===== config.mk =====
export PLATFORM = sky130hd
export DESIGN_NAME = pcm_bit_timing
export DESIGN_NICKNAME = d
export VERILOG_FILES = /design/src/rtl/pcm_bt_pkg.sv /design/src/rtl/pcm_fp_detect.sv /design/src/rtl/pcm_bit_timer.sv /design/src/rtl/pcm_tx_ser.sv /design/src/rtl/pcm_rx_deser.sv /design/src/rtl/pcm_bit_timing.sv
export SDC_FILE = /design/constraint.sdc
export NUM_CORES = 1
export LEC_CHECK = 0
export BUFFER_PORTS_ARGS = -buffer_cell sky130_fd_sc_hd__buf_4
export CORE_MARGIN = 3
export CORE_UTILIZATION = 58
export DETAILED_ROUTE_END_ITERATION = 10
export PLACE_DENSITY = 0.85
export REMOVE_ABC_BUFFERS = 1
export SLEW_MARGIN = 0
export SYNTH_ARGS = -nofsm -noshare
export SYNTH_HDL_FRONTEND = slang
export SYNTH_HIERARCHICAL = 1
export SYNTH_SLANG_ARGS = --single-unit

===== constraint.sdc =====
create_clock -name clk -period 3.2 [get_ports clk]
set_input_delay 0.64 -clock clk [delete_from_list [all_inputs] [get_ports clk]]
set_output_delay 0.64 -clock clk [all_outputs]
set_load 0.1 [all_outputs]

===== src/rtl/pcm_bt_pkg.sv =====
package pcm_bt_pkg;

  // last tick index of a bit cell for the selected rate
  function automatic logic [1:0] cell_last(input logic rate);
    return rate ? 2'd3 : 2'd1;
  endfunction

  // tick in which the receive line is taken
  function automatic logic [1:0] sample_tick(input logic rate);
    return rate ? 2'd3 : 2'd1;
  endfunction

  // tick advance with wrap at the end of the cell
  function automatic logic [1:0] next_tick(input logic [1:0] t, input logic rate);
    return (t >= cell_last(rate)) ? 2'd0 : t + 2'd1;
  endfunction

endpackage


===== src/rtl/pcm_fp_detect.sv =====
module pcm_fp_detect (
  input  logic clk,
  input  logic rst_n,
  input  logic fp_i,
  output logic fp_hit,
  output logic gci_q
);
  // smp[0] newest sample, smp[3] oldest
  logic [3:0] smp;

  // idle, active, active, idle
  assign fp_hit = (smp[3] == smp[0]) && (smp[2] == smp[1]) && (smp[1] != smp[0]);

  always_ff @(posedge clk) begin
    if (!rst_n) begin
      smp   <= '0;
      gci_q <= 1'b0;
    end else begin
      smp <= {smp[2:0], fp_i};
      if (fp_hit) gci_q <= smp[1];
    end
  end

  // convention follows the active level of the pulse just seen
  assert_conv_follows_pulse_R1: assert property (@(posedge clk) disable iff (!rst_n)
    fp_hit |=> (gci_q == $past(smp[1])));

endmodule


===== src/rtl/pcm_bit_timer.sv =====
module pcm_bit_timer #(
  parameter int CHANNELS = 32,
  parameter int BYTE_W   = 8,
  localparam int CW = $clog2(CHANNELS),
  localparam int BW = $clog2(BYTE_W)
) (
  input  logic          clk,
  input  logic          rst_n,
  input  logic          rate_i,
  input  logic          fp_hit,
  output logic [1:0]    tick,
  output logic [BW-1:0] bit_idx,
  output logic [CW-1:0] chan,
  output logic          launch,
  output logic          sample,
  output logic          first_bit,
  output logic          last_bit
);
  import pcm_bt_pkg::*;

  logic cell_end;
  logic frame_end_chan;

  assign cell_end       = (tick >= cell_last(rate_i));
  assign launch         = (tick == 2'd0);
  assign sample         = (tick == sample_tick(rate_i));
  assign first_bit      = (bit_idx == '0);
  assign last_bit       = (bit_idx == BW'(BYTE_W - 1));
  assign frame_end_chan = (chan == CW'(CHANNELS - 1));

  always_ff @(posedge clk) begin
    if (!rst_n || fp_hit) begin
      tick    <= '0;
      bit_idx <= '0;
      chan    <= '0;
    end else begin
      tick <= next_tick(tick, rate_i);
      if (cell_end) begin
        if (last_bit) begin
          bit_idx <= '0;
          chan    <= frame_end_chan ? '0 : chan + CW'(1);
        end else begin
          bit_idx <= bit_idx + BW'(1);
        end
      end
    end
  end

  assert_align_on_pulse_R2: assert property (@(posedge clk) disable iff (!rst_n)
    fp_hit |=> (tick == 2'd0 && bit_idx == '0 && chan == '0));

  assert_tick_in_cell_R3: assert property (@(posedge clk) disable iff (!rst_n)
    (rate_i == $past(rate_i)) |-> (tick <= cell_last(rate_i)));

  assert_chan_wrap_R10: assert property (@(posedge clk) disable iff (!rst_n)
    (frame_end_chan && last_bit && cell_end && !fp_hit) |=> (chan == '0));

endmodule


===== src/rtl/pcm_tx_ser.sv =====
module pcm_tx_ser #(
  parameter int BYTE_W = 8
) (
  input  logic              clk,
  input  logic              rst_n,
  input  logic              launch,
  input  logic              first_bit,
  input  logic [BYTE_W-1:0] tx_byte_i,
  input  logic              tx_hiz_i,
  output logic              tx_d,
  output logic              tx_oe
);
  logic [BYTE_W-1:0] sh;

  always_ff @(posedge clk) begin
    if (!rst_n) begin
      sh    <= '0;
      tx_d  <= 1'b0;
      tx_oe <= 1'b0;
    end else if (launch) begin
      if (first_bit) begin
        tx_d  <= tx_byte_i[BYTE_W-1];
        sh    <= tx_byte_i << 1;
        tx_oe <= ~tx_hiz_i;
      end else begin
        tx_d <= sh[BYTE_W-1];
        sh   <= sh << 1;
      end
    end
  end

  assert_bit_held_R6: assert property (@(posedge clk) disable iff (!rst_n)
    !launch |=> $stable(tx_d));

  assert_oe_held_R8: assert property (@(posedge clk) disable iff (!rst_n)
    !(launch && first_bit) |=> $stable(tx_oe));

endmodule


===== src/rtl/pcm_rx_deser.sv =====
module pcm_rx_deser #(
  parameter int CHANNELS = 32,
  parameter int BYTE_W   = 8,
  localparam int CW = $clog2(CHANNELS)
) (
  input  logic              clk,
  input  logic              rst_n,
  input  logic              sample,
  input  logic              last_bit,
  input  logic [CW-1:0]     chan,
  input  logic              rx_i,
  output logic              rx_valid,
  output logic [BYTE_W-1:0] rx_byte,
  output logic [CW-1:0]     rx_chan
);
  logic [BYTE_W-1:0] acc;

  always_ff @(posedge clk) begin
    if (!rst_n) begin
      acc      <= '0;
      rx_valid <= 1'b0;
      rx_byte  <= '0;
      rx_chan  <= '0;
    end else begin
      rx_valid <= sample && last_bit;
      if (sample) begin
        acc <= {acc[BYTE_W-2:0], rx_i};
        if (last_bit) begin
          rx_byte <= {acc[BYTE_W-2:0], rx_i};
          rx_chan <= chan;
        end
      end
    end
  end

  assert_strobe_single_R9: assert property (@(posedge clk) disable iff (!rst_n)
    rx_valid |=> !rx_valid);

endmodule


===== src/rtl/pcm_bit_timing.sv =====
module pcm_bit_timing #(
  parameter int CHANNELS = 32,
  parameter int BYTE_W   = 8,
  localparam int CW = $clog2(CHANNELS),
  localparam int BW = $clog2(BYTE_W)
) (
  input  logic              clk,
  input  logic              rst_n,
  input  logic              rate_i,
  input  logic              fp_i,
  input  logic              rx_i,
  input  logic [BYTE_W-1:0] tx_byte_i,
  input  logic              tx_hiz_i,
  output logic              mclk_o,
  output logic              gci_o,
  output logic [CW-1:0]     tx_chan_o,
  output logic              tx_d_o,
  output logic              tx_oe_o,
  output logic              rx_valid_o,
  output logic [BYTE_W-1:0] rx_byte_o,
  output logic [CW-1:0]     rx_chan_o
);
  // named internal events
  logic          fp_hit;
  logic [1:0]    tick;
  logic [BW-1:0] bit_idx;
  logic [CW-1:0] chan;
  logic          launch;
  logic          sample;
  logic          first_bit;
  logic          last_bit;

  pcm_fp_detect u_fp (
    .clk(clk), .rst_n(rst_n), .fp_i(fp_i), .fp_hit(fp_hit), .gci_q(gci_o)
  );

  pcm_bit_timer #(.CHANNELS(CHANNELS), .BYTE_W(BYTE_W)) u_tmr (
    .clk(clk), .rst_n(rst_n), .rate_i(rate_i), .fp_hit(fp_hit),
    .tick(tick), .bit_idx(bit_idx), .chan(chan), .launch(launch),
    .sample(sample), .first_bit(first_bit), .last_bit(last_bit)
  );

  pcm_tx_ser #(.BYTE_W(BYTE_W)) u_tx (
    .clk(clk), .rst_n(rst_n), .launch(launch), .first_bit(first_bit),
    .tx_byte_i(tx_byte_i), .tx_hiz_i(tx_hiz_i), .tx_d(tx_d_o), .tx_oe(tx_oe_o)
  );

  pcm_rx_deser #(.CHANNELS(CHANNELS), .BYTE_W(BYTE_W)) u_rx (
    .clk(clk), .rst_n(rst_n), .sample(sample), .last_bit(last_bit),
    .chan(chan), .rx_i(rx_i), .rx_valid(rx_valid_o), .rx_byte(rx_byte_o),
    .rx_chan(rx_chan_o)
  );

  assign tx_chan_o = chan;
  // launch edge falls in one convention and rises in the other
  assign mclk_o    = tick[0] ^ gci_o;

  assert_mclk_toggles_R4: assert property (@(posedge clk) disable iff (!rst_n)
    (!fp_hit && rate_i == $past(rate_i)) |=> (mclk_o != $past(mclk_o)));

endmodule


==> reports/qor.txt, run 1 <==
Ys async rst share - 0
CTS tree - done
Seq cells post-synth - 45
Most frequent cell after synthesis - dfxtp_1
Total Die Area - 4130 um2
Setup Total Neg Slack - 0 ns
Unrepaired setup endpoints after global routing - no
# IOs - 37
CP max FO - 6
Setup Buffers After CTS - 0
DR iter-0 viols - 36
Synth Cell Area - 1970 um2
Core ar. - 3150 um2
Clock power frac - 0.290
Distinct cells, synth - 40
Worst setup SP type - register
Largest area contributor in the netlist - dfxtp_1
Cell Rows - 20
Top-area cell type share of the netlist area - 0.458
Psw - 0.000318 W
Comb pwr share - 0.177
Gr busiest metal - met2
M1 GR Usage - 0.217
Final nets - 253
Met2 Usage GRT - 0.316
Critical Path End Type - output pin
Routed Wire Length - 3500 um
Met3 Use GR - 0.0615
Min Tclk post-route - 1.91 ns
Worst slew pin tran - 0.989 ns
Setup CP Type - register to output pin
Max-slew headroom - 0.340
Clock-pin slew on the worst setup and hold paths - 0.12 ns
Layout area overhead - 15.4%
Pwr/cell area - 501 nW/um2
Internal power - 0.000819 W
First-pass GRT wire length - 6060 um
Avg WL per Cell - 12.7 um
Tot GR Track Use - 0.185
Die X - 64.3 um
Via-to-Cell Ratio - 5.34
Critical Path RT - 2.56 ns
Max Clk Rate - 522 MHz
CTS hold repair buffers - 0
Initial Utilization - 0.624
DRC Markers - 0
CTS Buf Count - 5
Number of synthesized flops with an enable pin - 0
Status - finished, final reports clean
Hold Vio Cnt, Final - 0
Clock Skews - 0.0147 ns
Synth top area cells - dfxtp_1 (46%), mux2i_1 (7.1%), ha_1 (4.5%)
Antenna violations before repair - 0
CTS sink count - 45
Clock tree root buffer cell - clkbuf_4
Top_reg_cell synth - dfxtp_1
CTS resizes - 0
Mapped Cells - 199
Sequential power share - 0.533
Sw frac - 0.280
Final Core Density - 0.720
Slew Viols, Final - 0
Post-route ant nets - 0
Leakage - 0.972 nW
Synth top cells by count - dfxtp_1 (45), nand2_1 (17), a21oi_1 (15)
# diodes - 0
Final setup violation count - 0
Syn. warnings - 6
Vias in the first global route - 1,412
VDD IR max - 0.500 mV
Gpl congestion - 0.781
Class of the worst hold path - register to register
Clock Latency Late Sink - 0.36 ns
Largest net degree at the start of global routing - 50
Layout cells sized above 1 - 0.272
Fin crit share - 0.598
Hpwl dp - 2410 um
CTS Buffer Depth - 2
Avg Inst Size Synth - 9.89 um2
CTS H-Tree Depth - 2
Maxcap violations - 0
Via count - 1,473
Pre-antenna DRT Iters - 4
Global route overflow - 0
Die height - 64.3 um
Port bufs - 36
Sequential element share of the synthesized area - 0.458
Crit path arrival time - 1.27 ns
[cell type report]
class | instances | area, um2
Inverter | 9 | 33.8
Multi-Input combinational cell | 133 | 923
Timing Repair Buffer | 38 | 285
Fill cell | 268 | 882
Sequential cell | 45 | 901
Tap cell | 44 | 55.1
Clock buffer | 5 | 37.5
Clock inverter | 2 | 35.0
[per-layer routing]
metal	routed length [um]	up-vias
met3	171	7
met2	1610	31
met1	1680	661
li1	-	774
met4	40	0
met5	0	-
[power groups by stage]
stage / combinational [W] / sequential, W / clock (W)
6_report: 0.000201 / 0.000606 / 0.000330
5_1_grt: 0.000221 / 0.000611 / 0.000369
4_1_cts: 0.000202 / 0.000606 / 0.000341
3_5_place_dp: 0.000202 / 0.000619 / 0
3_3_place_gp: 0.000199 / 0.000618 / 0
2_1_floorplan: 0.000116 / 0.000650 / 0
[sequential cells by signal, summed over array words and instances (netlist names)]
signal         flops
u_fp/gci_q         1
u_tx/sh            7
u_tmr/bit_idx      3
u_tmr/tick         2
u_rx/rx_byte       8
u_rx/rx_chan       5
u_fp/smp           4
u_rx/acc           7
u_tx/tx_d          1
u_tmr/chan         5
u_rx/rx_valid      1
u_tx/tx_oe         1
[worst paths after layout]
| check | start | slack, ns | cells after the start | endpoint |
|---|---|---|---|---|
| min | u_rx/rx_byte[7] | 0.46 | 2 | u_rx/rx_byte[7] |
| max reg2reg | u_tmr/bit_idx[0] | 1.39 | 5 | u_tx/sh[3] |
| max | u_tmr/tick[0] | 1.29 | 2 | mclk_o |
| min reg2reg | u_rx/rx_byte[7] | 0.46 | 2 | u_rx/rx_byte[7] |
[stage by stage]
step / area (um2) / instances / setup WS, ns / hold slack, ns / total power, W
after CTS: 2270 / 276 / 1.27 / 0.467 / 0.00115
final: 2270 / 276 / 1.29 / 0.463 / 0.00114
after global routing: 2270 / 276 / 1.19 / 0.468 / 0.00120
after floorplan: 1860 / 187 / 0.0879 / 0.439 / 0.000766
after global placement: 2200 / 269 / 1.11 / 0.444 / 0.000816
after detailed placement: 2200 / 269 / 1.07 / 0.449 / 0.000821
[critical path, cell delays in order (launching register included)]
cell     delay (ns)
dfxtp_1        0.44
xor2_1         0.17
buf_4          0.31
[logic make-up after synthesis]
| logic type | after synthesis | synth area share |
|---|---|---|
| XOR/XNOR | 1 | 0.00445 |
| adder cells (fa/ha/maj) | 7 | 0.0445 |
| multiplexers | 14 | 0.0712 |
| buffers and inverters | 21 | 0.0731 |
| flip-flops | 45 | 0.458 |
| AO/OA/AOI/OAI | 48 | 0.160 |
| AND/OR/NAND/NOR | 63 | 0.189 |
[cell usage in the layout (no fill, tap or decap), drive strengths merged, types with 2 or more instances in the layout]
cell / instances
nor2b: 9
nand3: 5
and2: 6
nand2: 17
nand2b: 2
a21oi: 16
dfxtp: 45
o21ai: 24
nor3b: 2
ha: 7
a32o: 2
inv: 9
nand4: 13
nor3: 2
and3: 4
clkbuf: 5
buf: 38
o211ai: 2
mux2i: 14
Note: power is estimated with default switching activity, not from simulation.
==> run 2: changes to the inputs <==
- CORE_UTILIZATION: 58 -> 54
- PLACE_DENSITY: 0.85 -> 0.8
- clock period: 3.2 -> 1.8 ns (I/O delays scaled with it)
==> run 2 against run 1 <==
Compared with the run above:
- worst hold slack worse by 0.24 ns
- non-clock buffer count is 5 higher
- register-to-register slack worse by 1.3 ns
- design area is 0.83% higher
- critical path depth rose by 3
- sequential cell count did not move
- final cell count increased by 2.9%
- sequential share of layout area down 0.33 points
- critical endpoint is now u_tmr/chan[0]
- largest cell class unchanged
- largest power group unchanged
- highest routed layer unchanged
==> reports/qor.txt, run 2 (synthesis gave the netlist of run 1 again) <==
Pwr/cell area - 827 nW/um2 (was 501 nW/um2)
Crit path arrival time - 1.97 ns (was 1.27 ns)
CTS sink count - 45 (unchanged)
Max Clk Rate - 594 MHz
Clock-pin slew on the worst setup and hold paths - 0.12 ns (about the same)
Gpl congestion - 0.891 (was 0.781)
VDD IR max - 0.450 mV (was 0.500 mV)
Worst setup SP type - register (unchanged)
CTS hold repair buffers - 0 (unchanged)
# diodes - 0 (unchanged)
Initial Utilization - 0.576 (was 0.624)
Final setup violation count - 0 (unchanged)
Biggest register - u_rx/rx_byte (unchanged)
Max-slew headroom - 0.644 (was 0.340)
Hold Vio Cnt, Final - 0 (unchanged)
Min Tclk post-route - 1.68 ns
Largest registers - u_rx/rx_byte x8, u_rx/acc x7, u_tx/sh x7 (unchanged)
Layout cells sized above 1 - 0.286 (was 0.272)
CTS H-Tree Depth - 2 (unchanged)
Layout area overhead - 16.3% (was 15.4%)
CP dominant cell by count - ha_1
DR iter-0 viols - 42 (was 36)
Final worst slack - 0.118 ns (was 1.29 ns)
Unrepaired setup endpoints after global routing - no (unchanged)
CP cell instances - ha_1, and3_1, ha_1, or4_1, a21oi_1 (was xor2_1, buf_4)
CP max FO - 6 (unchanged)
Worst slew pin tran - 0.535 ns (was 0.989 ns)
Maxcap violations - 0 (unchanged)
Most frequent cells in the layout - dfxtp_1 (45), buf_4 (43), nand2_1 (17) (was dfxtp_1 (45), buf_4 (38), nand2_1 (17))
Largest net degree at the start of global routing - 35 (was 50)
Total Power - 0.00189 W (was 0.00114 W)
Final nets - 258 (was 253)
Max reg flops - 8 (unchanged)
Via-to-Cell Ratio - 5.40 (was 5.34)
# IOs - 37 (unchanged)
Pre-CTS WS - 0.164 ns (was 1.07 ns)
Most common cell after layout, fill and taps aside - dfxtp_1 (unchanged)
Crit-path slowest cell - or4_1 (was dfxtp_1)
Class of the worst hold path - input port to register (was register to register)
First-pass GRT wire length - 5950 um (was 6060 um)
Post-route ant nets - 0 (unchanged)
Die X - 66.4 um (was 64.3 um)
Vias in the first global route - 1,400 (was 1,412)
Status - finished, final reports clean (unchanged)
Filler cells - 311 (was 268)
Routed Wire Length - 3550 um (was 3500 um)
Core ar. - 3420 um2 (was 3150 um2)
Tot GR Track Use - 0.175 (was 0.185)
Setup Total Neg Slack - 0 ns (unchanged)
CTS tree - done (unchanged)
Via count - 1,533 (was 1,473)
Critical Path RT - 2.08 ns (was 2.56 ns)
Clock Skews - 0.00712 ns (was 0.0147 ns)
CTS resizes - 0 (unchanged)
Fin crit share - 0.935
Clock Latency Late Sink - 0.34 ns (was 0.36 ns)
Footprint of the multi-input gates - 923 um2 (unchanged)
Port bufs - 36 (unchanged)
Total Die Area - 4400 um2 (was 4130 um2)
Leakage - 0.987 nW (was 0.972 nW)
CTS Buf Count - 5 (unchanged)
Clock tree root buffer cell - clkbuf_4 (unchanged)
Setup Buffers After CTS - 0 (unchanged)
Hpwl dp - 2490 um (was 2410 um)
Setup CP Type - register to register (was register to output pin)
FF+latch area - 901 um2 (unchanged)
Critical Path End Type - register (was output pin)
DRC Markers - 0 (unchanged)
Pre-antenna DRT Iters - 4 (unchanged)
Slowest Stage Delay on Critical Path - 0.47 ns (was 0.44 ns)
CTS Buffer Depth - 2 (unchanged)
Avg WL per Cell - 12.5 um (was 12.7 um)
Slew Viols, Final - 0 (unchanged)
Antenna violations before repair - 0 (unchanged)
Global route overflow - 0 (unchanged)
Die height - 66.4 um (was 64.3 um)
Cell Rows - 21 (was 20)
-- run 2: worst paths after layout --
path	startpoint	to	slack, ns	cells after the start
setup / recovery	u_tmr/chan[0]	u_tmr/chan[0]	0.12	5
hold / removal	fp_i	u_fp/smp[0]	0.22	2
setup reg to reg	u_tmr/chan[0]	u_tmr/chan[0]	0.12	5
hold reg to reg	u_rx/rx_byte[7]	u_rx/rx_byte[7]	0.46	2
-- run 2: routing by layer --
layer	wire length [um]	part of all wire	vias up	global-route usage
met4	40	0.011	0	0.0761
met3	209	0.059	5	0.0459
met2	1670	0.47	32	0.284
li1	-	-	788	-
met1	1630	0.46	708	0.217
met5	0	0	-	0
-- run 2: layout make-up --
cell class,instances,area share
clock buffer,6,0.0180
clock inverter,2,0.00437
inverter,9,0.0148
multi-input combinational,133,0.403
sequential,45,0.393
tap,46,0.0251
timing repair buffer,43,0.141
-- run 2: per-stage QoR --
stage	utilization	hold slack [ns]	std cells	area, um2
6_report	0.670	0.220	284	2290
5_1_grt	0.670	0.194	284	2290
4_1_cts	0.670	0.198	284	2290
3_5_place_dp	0.655	0.445	276	2240
3_3_place_gp	0.655	0.441	276	2240
2_1_floorplan	-	0.439	187	1860
-- run 2: report_power, final --
group          switching, W  total [W]  internal, W
clock              0.000290   0.000439     0.000149
combinational      0.000235   0.000376     0.000141
sequential        0.0000295    0.00108      0.00105
total              0.000554    0.00189      0.00134
-- run 2: critical path, delay by kind of cell (launching register included) --
family | cells | cell delay, ns
compound gates | 1 | 0.14
fa+ha+maj | 2 | 0.45
flops | 1 | 0.38
simple gates | 2 | 0.66
==> run 3: changes to the inputs <==
- CORE_MARGIN: 3 -> 8
- PLACE_DENSITY: 0.8 -> 0.82
==> run 3 against run 2 <==
Compared with the run above:
- non-clock buffer count shrank 1
- die area up 32%
- fmax is essentially flat
- worst hold slack worse by 0.0033 ns
- total power increased by 5.0%
- critical endpoint unchanged
- sequential share of layout area decreased by 0.45 points
- worst setup slack got worse by 0.0012 ns
- highest routed layer unchanged
==> reports/qor.txt, run 3 (synthesis gave the netlist of run 1 again) <==
Status - finished, final reports clean (unchanged)
Worst slew pin tran - 0.552 ns (was 0.535 ns)
Layout cells sized above 1 - 0.287 (was 0.286)
Unrepaired setup endpoints after global routing - no (unchanged)
DR WL met2 - 1740 um (was 1670 um)
Fin crit share - 0.935 (about the same)
Largest registers - u_rx/rx_byte x8, u_rx/acc x7, u_tx/sh x7 (unchanged)
Port bufs - 36 (unchanged)
Slew Viols, Final - 0 (unchanged)
Via-to-Cell Ratio - 5.28 (was 5.40)
CTS resizes - 0 (unchanged)
CP max FO - 6 (unchanged)
Uppermost routed layer - met4 (unchanged)
Met1 WL - 1770 um (was 1630 um)
Pre-CTS WS - 0.163 ns (was 0.164 ns)
VDD IR max - 0.615 mV (was 0.450 mV)
DRC Markers - 0 (unchanged)
Internal power - 0.00142 W (was 0.00134 W)
Hpwl dp - 2650 um (was 2490 um)
Min Tclk post-route - 1.68 ns (about the same)
Biggest register - u_rx/rx_byte (unchanged)
Via count - 1,504 (was 1,533)
Pwr/cell area - 858 nW/um2 (was 827 nW/um2)
CTS Buffer Depth - 2 (unchanged)
Comb pwr share - 0.195 (was 0.199)
Post-route ant nets - 0 (unchanged)
CTS tree - done (unchanged)
DR iter-0 viols - 49 (was 42)
Core ar. - 3580 um2 (was 3420 um2)
Vias in the first global route - 1,431 (was 1,400)
Initial Utilization - 0.550 (was 0.576)
Layout area overhead - 17.7% (was 16.3%)
Clock Skews - 0.00373 ns (was 0.00712 ns)
Largest net degree at the start of global routing - 30 (was 35)
Final nets - 257 (was 258)
Setup CP Type - register to register (unchanged)
CTS sink count - 45 (unchanged)
Setup Buffers After CTS - 0 (unchanged)
Max reg flops - 8 (unchanged)
Clock-pin slew on the worst setup and hold paths - 0.12 ns (about the same)
Max-slew headroom - 0.632 (was 0.644)
CTS Buf Count - 5 (unchanged)
Worst setup SP type - register (unchanged)
Total Die Area - 5830 um2 (was 4400 um2)
Total Power - 0.00199 W (was 0.00189 W)
Die X - 76.4 um (was 66.4 um)
Clock power frac - 0.261 (was 0.232)
Met3 WL - 190 um (was 209 um)
Critical Path End Type - register (unchanged)
CTS H-Tree Depth - 2 (unchanged)
Post-route insts no fill - 285 (was 284)
Most frequent cells in the layout - dfxtp_1 (45), buf_4 (41), nand2_1 (17) (was dfxtp_1 (45), buf_4 (43), nand2_1 (17))
Sequential power share - 0.543 (was 0.569)
Final worst slack - 0.116 ns (was 0.118 ns)
CTS hold repair buffers - 0 (unchanged)
Global route overflow - 0 (unchanged)
Clock Latency Late Sink - 0.34 ns (about the same)
Placed insts - 277 (was 276)
Die height - 76.4 um (was 66.4 um)
Cell Rows - 22 (was 21)
Maxcap violations - 0 (unchanged)
Clock tree root buffer cell - clkbuf_4 (unchanged)
# diodes - 0 (unchanged)
Most common cell after layout, fill and taps aside - dfxtp_1 (unchanged)
Hold Vio Cnt, Final - 0 (unchanged)
# IOs - 37 (unchanged)
Pre-antenna DRT Iters - 4 (unchanged)
Sw frac - 0.285 (was 0.293)
Antenna violations before repair - 0 (unchanged)
Leakage - 0.994 nW (was 0.987 nW)
Crit path arrival time - 1.96 ns (was 1.97 ns)
Critical Path RT - 2.08 ns (about the same)
Psw - 0.000566 W (was 0.000554 W)
Final setup violation count - 0 (unchanged)
Gpl congestion - 0.778 (was 0.891)
Tot GR Track Use - 0.128 (was 0.175)
Class of the worst hold path - input port to register (unchanged)
Max Clk Rate - 594 MHz (about the same)
Routed Wire Length - 3740 um (was 3550 um)
Avg WL per Cell - 13.1 um (was 12.5 um)
First-pass GRT wire length - 6330 um (was 5950 um)
==> run 3: cell count changes in the layout (fill, tap and decap cells not counted) <==
cell and change:
buf_4 -2, clkbuf_1 -1, buf_12 +1, clkbuf_8 +2, clkinv_2 -1
==> run 3: power by group through the flow <==
stage	combinational (W)	sequential (W)	clock, W
floorplan	0.000206	0.00116	0
detailed placement	0.000386	0.00110	0
global placement	0.000380	0.00110	0
global route	0.000418	0.00109	0.000590
CTS	0.000389	0.00108	0.000539
finish	0.000388	0.00108	0.000519
==> run 3: worst max-delay path, stage by stage (launching register included) <==
cell	delay, ns
dfxtp_1	0.37
ha_1	0.23
and3_1	0.19
ha_1	0.22
or4_1	0.47
a21oi_1	0.15
==> run 3: layer usage <==
layer	vias to the layer above	global-route usage
met4	0	0.0538
met2	25	0.211
met3	5	0.0436
met5	-	0
li1	786	-
met1	688	0.146
==> run 3: final cells by class <==
class                      count  area, um2
sequential                    45        901
clock inverter                 1       5.00
inverter                       9       33.8
multi-input combinational    133        923
timing repair buffer          42        328
tap                           48       60.1
fill                         298       1260
clock buffer                   7       65.1
==> run 3: path summary, 6_finish.rpt <==
kind	cells after the start	end	from	slack (ns)
max	5	u_tmr/chan[0]	u_tmr/chan[0]	0.12
min	2	u_fp/smp[0]	fp_i	0.22
max reg2reg	5	u_tmr/chan[0]	u_tmr/chan[0]	0.12
min reg2reg	2	u_rx/rx_byte[2]	u_rx/rx_byte[2]	0.47
==> run 3: per-stage QoR <==
step | cell area (um2) | util | hold WS, ns | TNS (ns)
3_5_place_dp | 2250 | 0.628 | 0.451 | 0
5_1_grt | 2320 | 0.647 | 0.186 | 0
4_1_cts | 2320 | 0.647 | 0.202 | 0
2_1_floorplan | 1860 | - | 0.439 | -2.14
3_3_place_gp | 2250 | 0.628 | 0.447 | 0
6_report | 2320 | 0.647 | 0.216 | 0
